## config.mk

```make
export PLATFORM = sky130hd
export DESIGN_NAME = sertx_top
export DESIGN_NICKNAME = d
export VERILOG_FILES = /design/src/rtl/sertx_pkg.sv /design/src/rtl/sertx_fifo.sv /design/src/rtl/sertx_fsm.sv /design/src/rtl/sertx_top.sv
export SDC_FILE = /design/constraint.sdc
export NUM_CORES = 1
export LEC_CHECK = 0
export ABC_AREA = 1
export BUFFER_PORTS_ARGS = -buffer_cell sky130_fd_sc_hd__buf_4
export CORE_ASPECT_RATIO = 0.6
export CORE_UTILIZATION = 30
export CTS_CLUSTER_DIAMETER = 50
export CTS_CLUSTER_SIZE = 25
export DETAILED_ROUTE_END_ITERATION = 12
export PLACE_DENSITY = 0.55
export SYNTH_ARGS = -nofsm -noshare
export SYNTH_HDL_FRONTEND = slang
export SYNTH_SLANG_ARGS = --single-unit
```

## constraint.sdc

```tcl
create_clock -name clk -period 2.25 [get_ports clk]
set_input_delay 0.3375 -clock clk [delete_from_list [all_inputs] [get_ports clk]]
set_output_delay 0.3375 -clock clk [all_outputs]
set_load 0.01 [all_outputs]
```

## src/rtl/sertx_pkg.sv

```systemverilog
package sertx_pkg;

  typedef enum logic [2:0] {
    ST_IDLE, ST_BRK, ST_START, ST_DATA, ST_NINTH, ST_STOP
  } tx_state_e;

  localparam logic [2:0] FMT_8   = 3'd0;
  localparam logic [2:0] FMT_7   = 3'd1;
  localparam logic [2:0] FMT_ODD = 3'd2;
  localparam logic [2:0] FMT_EVN = 3'd3;
  localparam logic [2:0] FMT_9   = 3'd4;

  function automatic logic fmt_is_short(input logic [2:0] f);
    return f == FMT_7;
  endfunction

  function automatic logic fmt_has_ninth(input logic [2:0] f);
    return (f == FMT_ODD) || (f == FMT_EVN) || (f == FMT_9);
  endfunction

  function automatic logic ninth_value(input logic [2:0] f, input logic [7:0] d,
                                       input logic flag);
    case (f)
      FMT_ODD: return ~^d;
      FMT_EVN: return ^d;
      default: return flag;
    endcase
  endfunction

endpackage

```

## src/rtl/sertx_fifo.sv

```systemverilog
module sertx_fifo #(
  parameter int DEPTH = 4,
  parameter int W     = 9
) (
  input  logic         clk,
  input  logic         rst_n,
  input  logic         push,
  input  logic [W-1:0] wdata,
  input  logic         pop,
  output logic [W-1:0] rdata,
  output logic         empty,
  output logic         full
);
  localparam int AW = (DEPTH > 1) ? $clog2(DEPTH) : 1;
  localparam int CW = $clog2(DEPTH + 1);

  logic [W-1:0]  mem [DEPTH];
  logic [AW-1:0] rd_q, wr_q, rd_d, wr_d;
  logic [CW-1:0] cnt_q, cnt_d;
  logic          do_push, do_pop;

  assign empty   = (cnt_q == '0);
  assign full    = (cnt_q == CW'(DEPTH));
  assign do_push = push && !full;
  assign do_pop  = pop && !empty;
  assign rdata   = mem[rd_q];

  function automatic logic [AW-1:0] bump(input logic [AW-1:0] p);
    return (p == AW'(DEPTH - 1)) ? '0 : p + 1'b1;
  endfunction

  always_comb begin
    rd_d  = do_pop  ? bump(rd_q) : rd_q;
    wr_d  = do_push ? bump(wr_q) : wr_q;
    cnt_d = cnt_q + CW'(do_push) - CW'(do_pop);
  end

  always_ff @(posedge clk or negedge rst_n) begin
    if (!rst_n) begin
      rd_q  <= '0;
      wr_q  <= '0;
      cnt_q <= '0;
    end else begin
      rd_q  <= rd_d;
      wr_q  <= wr_d;
      cnt_q <= cnt_d;
    end
  end

  always_ff @(posedge clk) begin
    if (do_push) mem[wr_q] <= wdata;
  end

  p_full_drop_r9: assert property (@(posedge clk) disable iff (!rst_n)
    (full && push && !pop) |=> (full && $stable(wr_q)));

endmodule

```

## src/rtl/sertx_fsm.sv

```systemverilog
module sertx_fsm
  import sertx_pkg::*;
#(
  parameter int OSR      = 16,
  parameter int BRK_BITS = 13,
  parameter int DW       = 8
) (
  input  logic          clk,
  input  logic          rst_n,
  input  logic          tick,
  input  logic          tx_en,
  input  logic [2:0]    fmt,
  input  logic [1:0]    stop_sel,
  input  logic          brk_req,
  input  logic          q_empty,
  input  logic [DW:0]   q_word,
  output logic          q_pop,
  output logic          line,
  output logic          busy,
  output logic          brk_pend
);
  localparam int TW = $clog2(2 * OSR + 1);
  localparam int BW = $clog2((BRK_BITS > DW ? BRK_BITS : DW) + 1);

  tx_state_e     st_q, st_d;
  logic [TW-1:0] tc_q, tc_d, tlim;
  logic [BW-1:0] bc_q, bc_d;
  logic [DW-1:0] sh_q, sh_d;
  logic          nb_q, nb_d, hn_q, hn_d, bm_q, bm_d, bp_q, bp_d;
  logic          bit_end;

  always_comb begin
    tlim = TW'(OSR);
    if (st_q == ST_STOP && !bm_q) begin
      case (stop_sel)
        2'b00:   tlim = TW'(OSR);
        2'b01:   tlim = TW'(OSR + OSR / 2);
        default: tlim = TW'(2 * OSR);
      endcase
    end
  end

  assign bit_end = tick && (tc_q == tlim - 1'b1);

  always_comb begin
    st_d  = st_q;  tc_d = tc_q;  bc_d = bc_q;  sh_d = sh_q;
    nb_d  = nb_q;  hn_d = hn_q;  bm_d = bm_q;
    bp_d  = bp_q | brk_req;
    q_pop = 1'b0;
    if (tick) tc_d = tc_q + 1'b1;
    if (bit_end) tc_d = '0;
    case (st_q)
      ST_IDLE: begin
        tc_d = '0;
        if (!q_empty) begin
          if (bp_q) begin
            st_d = ST_BRK;
            bc_d = BW'(BRK_BITS - 1);
            bm_d = 1'b1;
          end else begin
            q_pop = 1'b1;
            st_d  = ST_START;
            sh_d  = q_word[DW-1:0];
            bc_d  = fmt_is_short(fmt) ? BW'(DW - 2) : BW'(DW - 1);
            hn_d  = fmt_has_ninth(fmt);
            nb_d  = ninth_value(fmt, q_word[DW-1:0], q_word[DW]);
          end
        end
      end
      ST_BRK: if (bit_end) begin
        if (bc_q == '0) st_d = ST_STOP;
        else            bc_d = bc_q - 1'b1;
      end
      ST_START: if (bit_end) st_d = ST_DATA;
      ST_DATA: if (bit_end) begin
        sh_d = sh_q >> 1;
        if (bc_q == '0) st_d = hn_q ? ST_NINTH : ST_STOP;
        else            bc_d = bc_q - 1'b1;
      end
      ST_NINTH: if (bit_end) st_d = ST_STOP;
      ST_STOP: if (bit_end) begin
        st_d = ST_IDLE;
        if (bm_q) begin
          bm_d = 1'b0;
          bp_d = brk_req;
        end
      end
      default: st_d = ST_IDLE;
    endcase
    if (!tx_en) begin
      st_d  = ST_IDLE;
      tc_d  = '0;
      bm_d  = 1'b0;
      q_pop = 1'b0;
    end
  end

  always_ff @(posedge clk or negedge rst_n) begin
    if (!rst_n) begin
      st_q <= ST_IDLE;
      tc_q <= '0;
      bc_q <= '0;
      sh_q <= '0;
      nb_q <= 1'b0;
      hn_q <= 1'b0;
      bm_q <= 1'b0;
      bp_q <= 1'b0;
    end else begin
      st_q <= st_d;
      tc_q <= tc_d;
      bc_q <= bc_d;
      sh_q <= sh_d;
      nb_q <= nb_d;
      hn_q <= hn_d;
      bm_q <= bm_d;
      bp_q <= bp_d;
    end
  end

  always_comb begin
    case (st_q)
      ST_BRK, ST_START: line = 1'b0;
      ST_DATA:          line = sh_q[0];
      ST_NINTH:         line = nb_q;
      default:          line = 1'b1;
    endcase
  end

  assign busy     = (st_q != ST_IDLE);
  assign brk_pend = bp_q;

  p_idle_line_r1: assert property (@(posedge clk) disable iff (!rst_n)
    !busy |-> line);
  p_brk_hold_r5: assert property (@(posedge clk) disable iff (!rst_n)
    (bp_q && st_q == ST_BRK) |=> bp_q);
  p_disable_r7: assert property (@(posedge clk) disable iff (!rst_n)
    !tx_en |=> !busy);
  p_end_in_stop_r8: assert property (@(posedge clk) disable iff (!rst_n)
    ($fell(busy) && $past(tx_en)) |-> ($past(st_q) == ST_STOP));

endmodule

```

## src/rtl/sertx_top.sv

```systemverilog
module sertx_top #(
  parameter int DEPTH    = 4,
  parameter int OSR      = 16,
  parameter int BRK_BITS = 13,
  parameter int DW       = 8
) (
  input  logic          clk,
  input  logic          rst_n,
  input  logic          baud_tick,
  input  logic          tx_en,
  input  logic [2:0]    frame_fmt,
  input  logic [1:0]    stop_sel,
  input  logic          inv_out,
  input  logic          line_force,
  input  logic          brk_req,
  input  logic          wr_en,
  input  logic [DW-1:0] wr_data,
  input  logic          wr_flag,
  output logic          fifo_full,
  output logic          busy,
  output logic          brk_pending,
  output logic          txd
);
  localparam int WW = DW + 1;

  logic [WW-1:0] q_word;
  logic          q_empty, q_pop, line;

  sertx_fifo #(.DEPTH(DEPTH), .W(WW)) u_fifo (
    .clk   (clk),
    .rst_n (rst_n),
    .push  (wr_en),
    .wdata ({wr_flag, wr_data}),
    .pop   (q_pop),
    .rdata (q_word),
    .empty (q_empty),
    .full  (fifo_full)
  );

  sertx_fsm #(.OSR(OSR), .BRK_BITS(BRK_BITS), .DW(DW)) u_fsm (
    .clk      (clk),
    .rst_n    (rst_n),
    .tick     (baud_tick),
    .tx_en    (tx_en),
    .fmt      (frame_fmt),
    .stop_sel (stop_sel),
    .brk_req  (brk_req),
    .q_empty  (q_empty),
    .q_word   (q_word),
    .q_pop    (q_pop),
    .line     (line),
    .busy     (busy),
    .brk_pend (brk_pending)
  );

  assign txd = line_force ? inv_out : (line ^ inv_out);

  p_force_active_r6: assert property (@(posedge clk) disable iff (!rst_n)
    (line_force && $stable(inv_out)) |=> (txd == inv_out || !line_force));
  p_idle_polarity_r1: assert property (@(posedge clk) disable iff (!rst_n)
    (!busy && !line_force) |-> (txd == !inv_out));

endmodule

```

Word-level counts from Yosys, hierarchy flattened
Memories as Yosys holds them, arrays and structs flattened.
Cells that the tools add are included.
{"block": "op_classes", "addsub": 7, "eq_ne": 30, "muxes": 47, "bitwise_logic": 4, "reduce_logical": 25}
{"operator": "2-to-1 mux 6 bit", "n": 5}
{"operator": "2-to-1 mux 3 bit", "n": 9}
{"operator": "2-to-1 mux 8 bit", "n": 3}
{"operator": "!= test 3 x 2 -> 1 bit (second input constant)", "n": 8}
{"operator": "one-hot mux 3 bit (6 select lines)", "n": 1}
{"operator": "2-to-1 mux 1 bit", "n": 16}
{"operator": "2-to-1 mux 4 bit", "n": 4}
{"operator": "one-hot mux 8 bit (2 select lines)", "n": 1}
{"operator": "equality test 3 x 2 -> 1 bit (second input constant)", "n": 4}
{"operator": "equality test 3 bit (second input constant)", "n": 4}
{"operator": "one-hot mux 6 bit (2 select lines)", "n": 1}
{"operator": "AND reduction 4 bit", "n": 3}
{"operator": "one-hot mux 4 bit (2 select lines)", "n": 1}
{"operator": "AND reduction 8 bit", "n": 1}
{"operator": "XNOR reduction 8 bit", "n": 1}
{"operator": "XOR reduction 8 bit", "n": 1}
{"operator": "adder 6 x 1 -> 6 bit (second input constant)", "n": 1}
{"operator": "equality test 3 x 1 -> 1 bit (second input constant)", "n": 2}
{"operator": "equality test 6 bit", "n": 1}
{"operator": "zero test 3 bit", "n": 2}
{"operator": "2-to-1 mux 2 bit", "n": 3}
{"operator": "!= test 2 bit (second input constant)", "n": 3}
{"operator": "subtractor 6 x 1 -> 6 bit (second input constant)", "n": 1}
{"operator": "adder 2 x 1 -> 2 bit (second input constant)", "n": 2}
{"operator": "23 further kinds", "n": 35}
{"block": "totals", "register_bits": 32, "mem_bits_rw": 36, "input_bits": 22, "memories": 1}
{"name": "u_fifo.mem", "depth": 4, "word_bits": 9, "rd": 1, "rd_ports_with_merged_regs": 0, "write_ports": 1, "line": "sertx_fifo.sv:17", "text": "logic [W-1:0] mem [DEPTH];"}

Depth between registers and ports, before layout
{"block": "depth", "depth_word": 9, "depth_mapped": 16}

Hierarchy
A second synthesis with hierarchy kept.
{"block": "hier_totals", "hier_cells": 389, "area_unflattened_um2": 3654.8}
{"mod": "sertx_fifo", "instances": 1, "cells_per_inst": 163, "area_per_inst_um2": 1980.6, "seq_area_each_um2": 1256.2}
{"mod": "sertx_fsm", "instances": 1, "cells_per_inst": 219, "area_per_inst_um2": 1646.6, "seq_area_each_um2": 625.6}
{"mod": "sertx_top", "instances": 1, "cells_per_inst": 7, "area_per_inst_um2": 27.5, "seq_area_each_um2": 0.0}

Least setup slack after synthesis
No wires, ideal clock.
{"block": "synth_path", "path_kind": "reg2reg", "from": "reg u_fsm.st_q[1]", "to": "reg u_fsm.sh_q[5]", "setup_ns": 0.073, "arrival_time_ns": 2.151, "setup_slack_ns": 0.026, "stages_incl_launch_ff": 14, "n_path_buf": 1, "synth_period_minus_slack_ns": 2.224, "cell_sequence": "dfrtp_1 -> inv_1 -> nand3_2 -> nor2_2 -> nand3_2 -> inv_1 -> ha_1 -> xor2_1 -> nor4_1 -> nand2_2 -> o21ai_4 -> buf_6 -> nor2_1 -> a21oi_2"}
{"block": "synth_between", "elab_chain_cells": 8, "word_cells_on_any_way": 14, "cone_classes": "add/sub (1); eq/ne (6); mux (2); reduce/logical (5)"}
{"item": "from (decl)", "line": "sertx_fsm.sv:25", "text": "tx_state_e st_q, st_d;"}
{"item": "from (signal assigned)", "line": "sertx_fsm.sv:109", "text": "st_q <= st_d;"}
{"item": "equality test 3 bit", "line": "sertx_fsm.sv:34", "text": "if (st_q == ST_STOP && !bm_q) begin"}
{"item": "logical AND 1 bit", "line": "sertx_fsm.sv:34"}
{"item": "2-to-1 mux 6 bit", "line": "sertx_fsm.sv:34"}
{"item": "subtractor 6 x 1 -> 6 bit", "line": "sertx_fsm.sv:43", "text": "assign bit_end = tick && (tc_q == tlim - 1'b1);"}
{"item": "equality test 6 bit", "line": "sertx_fsm.sv:43"}
{"item": "logical AND 1 bit", "line": "sertx_fsm.sv:43"}
{"item": "!= test 2 x 1 -> 1 bit (no line)"}
{"item": "AND reduction 4 bit (no line)"}
{"item": "to (signal assigned)", "line": "sertx_fsm.sv:103", "text": "sh_q <= '0;"}
{"item": "to (signal assigned)", "line": "sertx_fsm.sv:112", "text": "sh_q <= sh_d;"}
{"item": "to (decl)", "line": "sertx_fsm.sv:28", "text": "logic [DW-1:0] sh_q, sh_d;"}
Several ways; a longest one is shown, not always the timed one.
A chain may end at the register's enable or synchronous reset.

Final worst setup path
{"block": "layout_path", "from": "reg u_fsm.st_q[1]", "to": "reg u_fsm.sh_q[3]"}
The elaborated chain is that of the path after synthesis.

==> results.py <==
metrics = {
    "grt": {
        "grt_max_degree": 33,
        "gr-total-overflow": 0,
        "grt_first_pass_wirelength_um": 13400,
        "track_usage_pct": 14.3,
        "antenna_found_initial": 0,
        "grt_pass1_vias": 2759,
    },
    "final_layout": {
        "nets": 535,
        "areaGrowthSynthToFinish_pct": 27.0,
        "mostFrequentLayoutCell": "nand2_1",
        "layout-drive-gt1-share_pct": 20.6,
        "antenna_cells": 0,
        "mostFrequentLayoutCells": "165 x nand2_1, 48 x buf_4, 38 x inv_1",
    },
    "place": {
        "gp_congestion": 0.878,
        "dp.final_hpwl_um": 6060,
        "port_buffers": 25,
    },
    "worst_setup_path": {
        "r2r-end": "u_fsm.sh_q[3]$_DFFE_PN0P_",
        "r2r_slack_ps": -40,
        "crit_fanout": 8,
        "cp.required_ps": 2510,
        "crit_path_top_delay_cell": "dfrtp_1",
        "rr_startpoint": "u_fsm.st_q[1]$_DFFE_PN0P_",
        "path_class": "flip-flop to flip-flop",
        "reg2regPathDepth": 14,
        "cp-start-kind": "flip-flop",
        "crit_chain": "inv_2 > nand3_4 > nor2_2 > nand3_2 > inv_2 > ha_4 > xor2_1 > nor4_1 > buf_4 > nand2_4 > o21ai_4 > buf_12 > nor2_1 > a21oi_1",
        "path_common_cell": "inv_2",
        "worstSetupEndpointType": "flip-flop",
        "slowest_delay_ps": 390,
        "arrival_ps": 2560,
    },
    "detailed_routing": {
        "drt-initial-drc-count": 188,
        "vias_per_cell": 4.67,
        "ant_nets": 0,
        "via_count": 3113,
        "wl_per_cell_um": 12.8,
        "drc": 0,
        "wl_um": 8490,
        "first_pass_iters": 4,
    },
    "timing": {
        "period_share_pct": 102,
        "drv_slew": 0,
        "hold_viol": 0,
        "relSlewSlack_pct": 33.1,
        "setup_viol": 8,
        "setup_ws_ps": -43.4,
        "max_freq_ghz": 0.436,
        "fin_skew_ps": 6.32,
        "post-route-min-period_ps": 2290,
        "tightest_slew_ps": 1000,
        "hold_ws_ps": 199,
        "rsz0062_at_grt": "true",
        "setup_tns_ps": -229,
    },
    "synthesis": {
        "synth_top_cell_by_area": "edfxtp_1",
        "synth_area_leaders": "edfxtp_1 29%, dfrtp_1 22%, nand2_1 17%",
        "synth_top_family_by_area": "simple AND/OR/NAND/NOR gates",
        "syn_inst": 447,
        "synthDistinctLibCells": 36,
        "ys_seq_area_share_pct": 51.2,
        "yosys_warnings": 0,
        "syn_avg_cell_area_um2": 8.22,
        "synth-xor-area-share_pct": 1.87,
        "synth_fp_nets": 481,
        "synth_fa_ha_area_share_pct": 4.29,
        "synth_simple_gate_area_share_pct": 28.8,
        "synth_top_area_share_pct": 29.4,
        "syn-cell-area_mm2": 0.00367,
        "synthMuxAreaShare_pct": 0.273,
        "synth_compound_gate_area_share_pct": 7.60,
        "ys_ff_latch": 68,
    },
    "die": {
        "rows": 30,
        "core_area_mm2": 0.0116,
        "num_io_pins": 26,
        "initial_core_util_pct": 31.7,
        "dieHeight_um": 87.7,
        "dieArea_mm2": 0.0127,
        "die_width_um": 145,
    },
    "hold_path": {
        "hold_end": "u_fifo.mem[2][5]$_DFFE_PP_",
        "hp-class": "input port to flip-flop",
        "hp-start": "wr_data[5]",
        "min_path_cells": 1,
    },
    "status": {
        "status": "finished with violations",
        "failed_checks": "negative setup slack",
    },
    "run": {
        "maxCapViolations": 0,
    },
    "clocking": {
        "cts_sinks": 68,
        "cts_tree": "yes",
        "cts-root-buf": "clkbuf_16",
        "cts-htree-levels": 3,
        "insertion_delay_ps": 340,
        "numCtsBuffers": 9,
        "clockBufferDepth": 2,
        "cts.clk_slew.worst_paths_ps": 60,
    },
    "pwr": {
        "totalPowerFinal_uw": 4790,
        "cellPowerDensity_mw_per_mm2": 1030,
        "ir_worst_vdd_mv": 0.495,
        "leakage_uw": 0.00216,
    },
}
[cell type report]
| class | instances | area (µm²) |
|---|---|---|
| repair buffers | 51 | 415 |
| multi-input cells | 324 | 1700 |
| clock inverters | 7 | 67.6 |
| fillers | 1133 | 6940 |
| inverters | 47 | 176 |
| well taps | 160 | 200 |
| flip-flops and latches | 68 | 1880 |
| clock buffers | 9 | 225 |
[Yosys cell counts]
cell type  count
nor3_1         9
and3_1         2
buf_6          1
dfrtp_1       32
xor2_1         5
xnor2_1        1
inv_2          1
nor4_1         1
a2bb2oi_1      1
nor2_1        30
o2111a_1       1
clkbuf_1       5
a31oi_1        2
edfxtp_1      36
nand3_1       38
xnor2_2        1
a21boi_0       1
nand2_1      169
o311ai_0       1
nor2_2         3
mux2i_1        1
a211oi_1       1
a21oi_1       11
nand3_2        2
fa_1           1
a21oi_2        2
o21ai_0       24
ha_1          11
or2_2          2
o21a_1         1
clkinv_1       2
buf_2          2
inv_1         44
o22ai_1        1
nand2_2        1
o21ai_4        1
[registers in the layout (all words and copies together), names as in the netlist]
signal / flops
u_fifo.mem: 36
u_fsm.sh_q: 8
u_fsm.tc_q: 6
u_fsm.bc_q: 4
u_fifo.cnt_q: 3
u_fsm.st_q: 3
u_fifo.rd_q: 2
u_fifo.wr_q: 2
u_fsm.bm_q: 1
u_fsm.brk_pend: 1
u_fsm.hn_q: 1
u_fsm.nb_q: 1
[worst max-delay path by stage]
stage                                    from                        end  slack (ps)  cells after the start
floorplan           u_fsm.st_q[1]$_DFFE_PN0P_  u_fsm.sh_q[5]$_DFFE_PN0P_          30                     13
global placement    u_fsm.st_q[1]$_DFFE_PN0P_  u_fifo.cnt_q[2]$_DFF_PN0_          20                     11
detailed placement  u_fsm.st_q[1]$_DFFE_PN0P_  u_fifo.cnt_q[2]$_DFF_PN0_         -10                     11
CTS                 u_fsm.st_q[1]$_DFFE_PN0P_  u_fsm.st_q[2]$_DFFE_PN0P_           4                     16
global route        u_fsm.st_q[1]$_DFFE_PN0P_  u_fsm.sh_q[2]$_DFFE_PN0P_        -170                     14
finish              u_fsm.st_q[1]$_DFFE_PN0P_  u_fsm.sh_q[3]$_DFFE_PN0P_         -40                     14
[metrics by stage]
stage / instance area, µm² / setup slack (ps) / instances / utilization (%)
finish: 4660 / -43.4 / 666 / 40.2
global route: 4660 / -165 / 666 / 40.2
CTS: 4470 / 3.76 / 659 / 38.6
detailed placement: 4160 / -14.9 / 641 / 35.9
global placement: 4160 / 18.9 / 641 / 35.9
floorplan: 3670 / 26.3 / 447 / -
[critical path, delay by kind of cell (launching register included)]
| family | cells | cell delay, ps |
|---|---|---|
| simple gates | 6 | 680 |
| buf+inv | 4 | 500 |
| flops | 1 | 390 |
| compound gates | 2 | 340 |
| fa+ha+maj | 1 | 190 |
| xor+xnor | 1 | 130 |
[power by group]
part	switching, µW	total (µW)	internal (µW)
Clock	536	1390	850
Combinational	1030	1640	604
Sequential	158	1770	1610
[timing repair]
item,in CTS,in global routing
pin swaps,0,14
endpoints found under the setup margin,6,30
hold buffers,1,0
gates cloned,0,1
hold endpoints to repair,32,0
resized for setup,1,37
setup buffers,1,6
[cells by family after synthesis]
group / after synthesis
multiplexers: 1
AND/OR/NAND/NOR: 257
adder cells (fa/ha/maj): 12
buffers and inverters: 55
flip-flops: 68
AO/OA/AOI/OAI: 47
XOR/XNOR: 7
[routing by layer]
metal	vias to the layer above	wire [µm]	GRT usage (%)	share of wire, %
li1	1572	-	-	-
met1	1452	4200	20.2	49
met2	72	3690	20.5	43
met3	17	466	3.23	5.5
met4	0	143	7.08	1.7
met5	-	0	0	0
(Power assumes the default switching activity.)
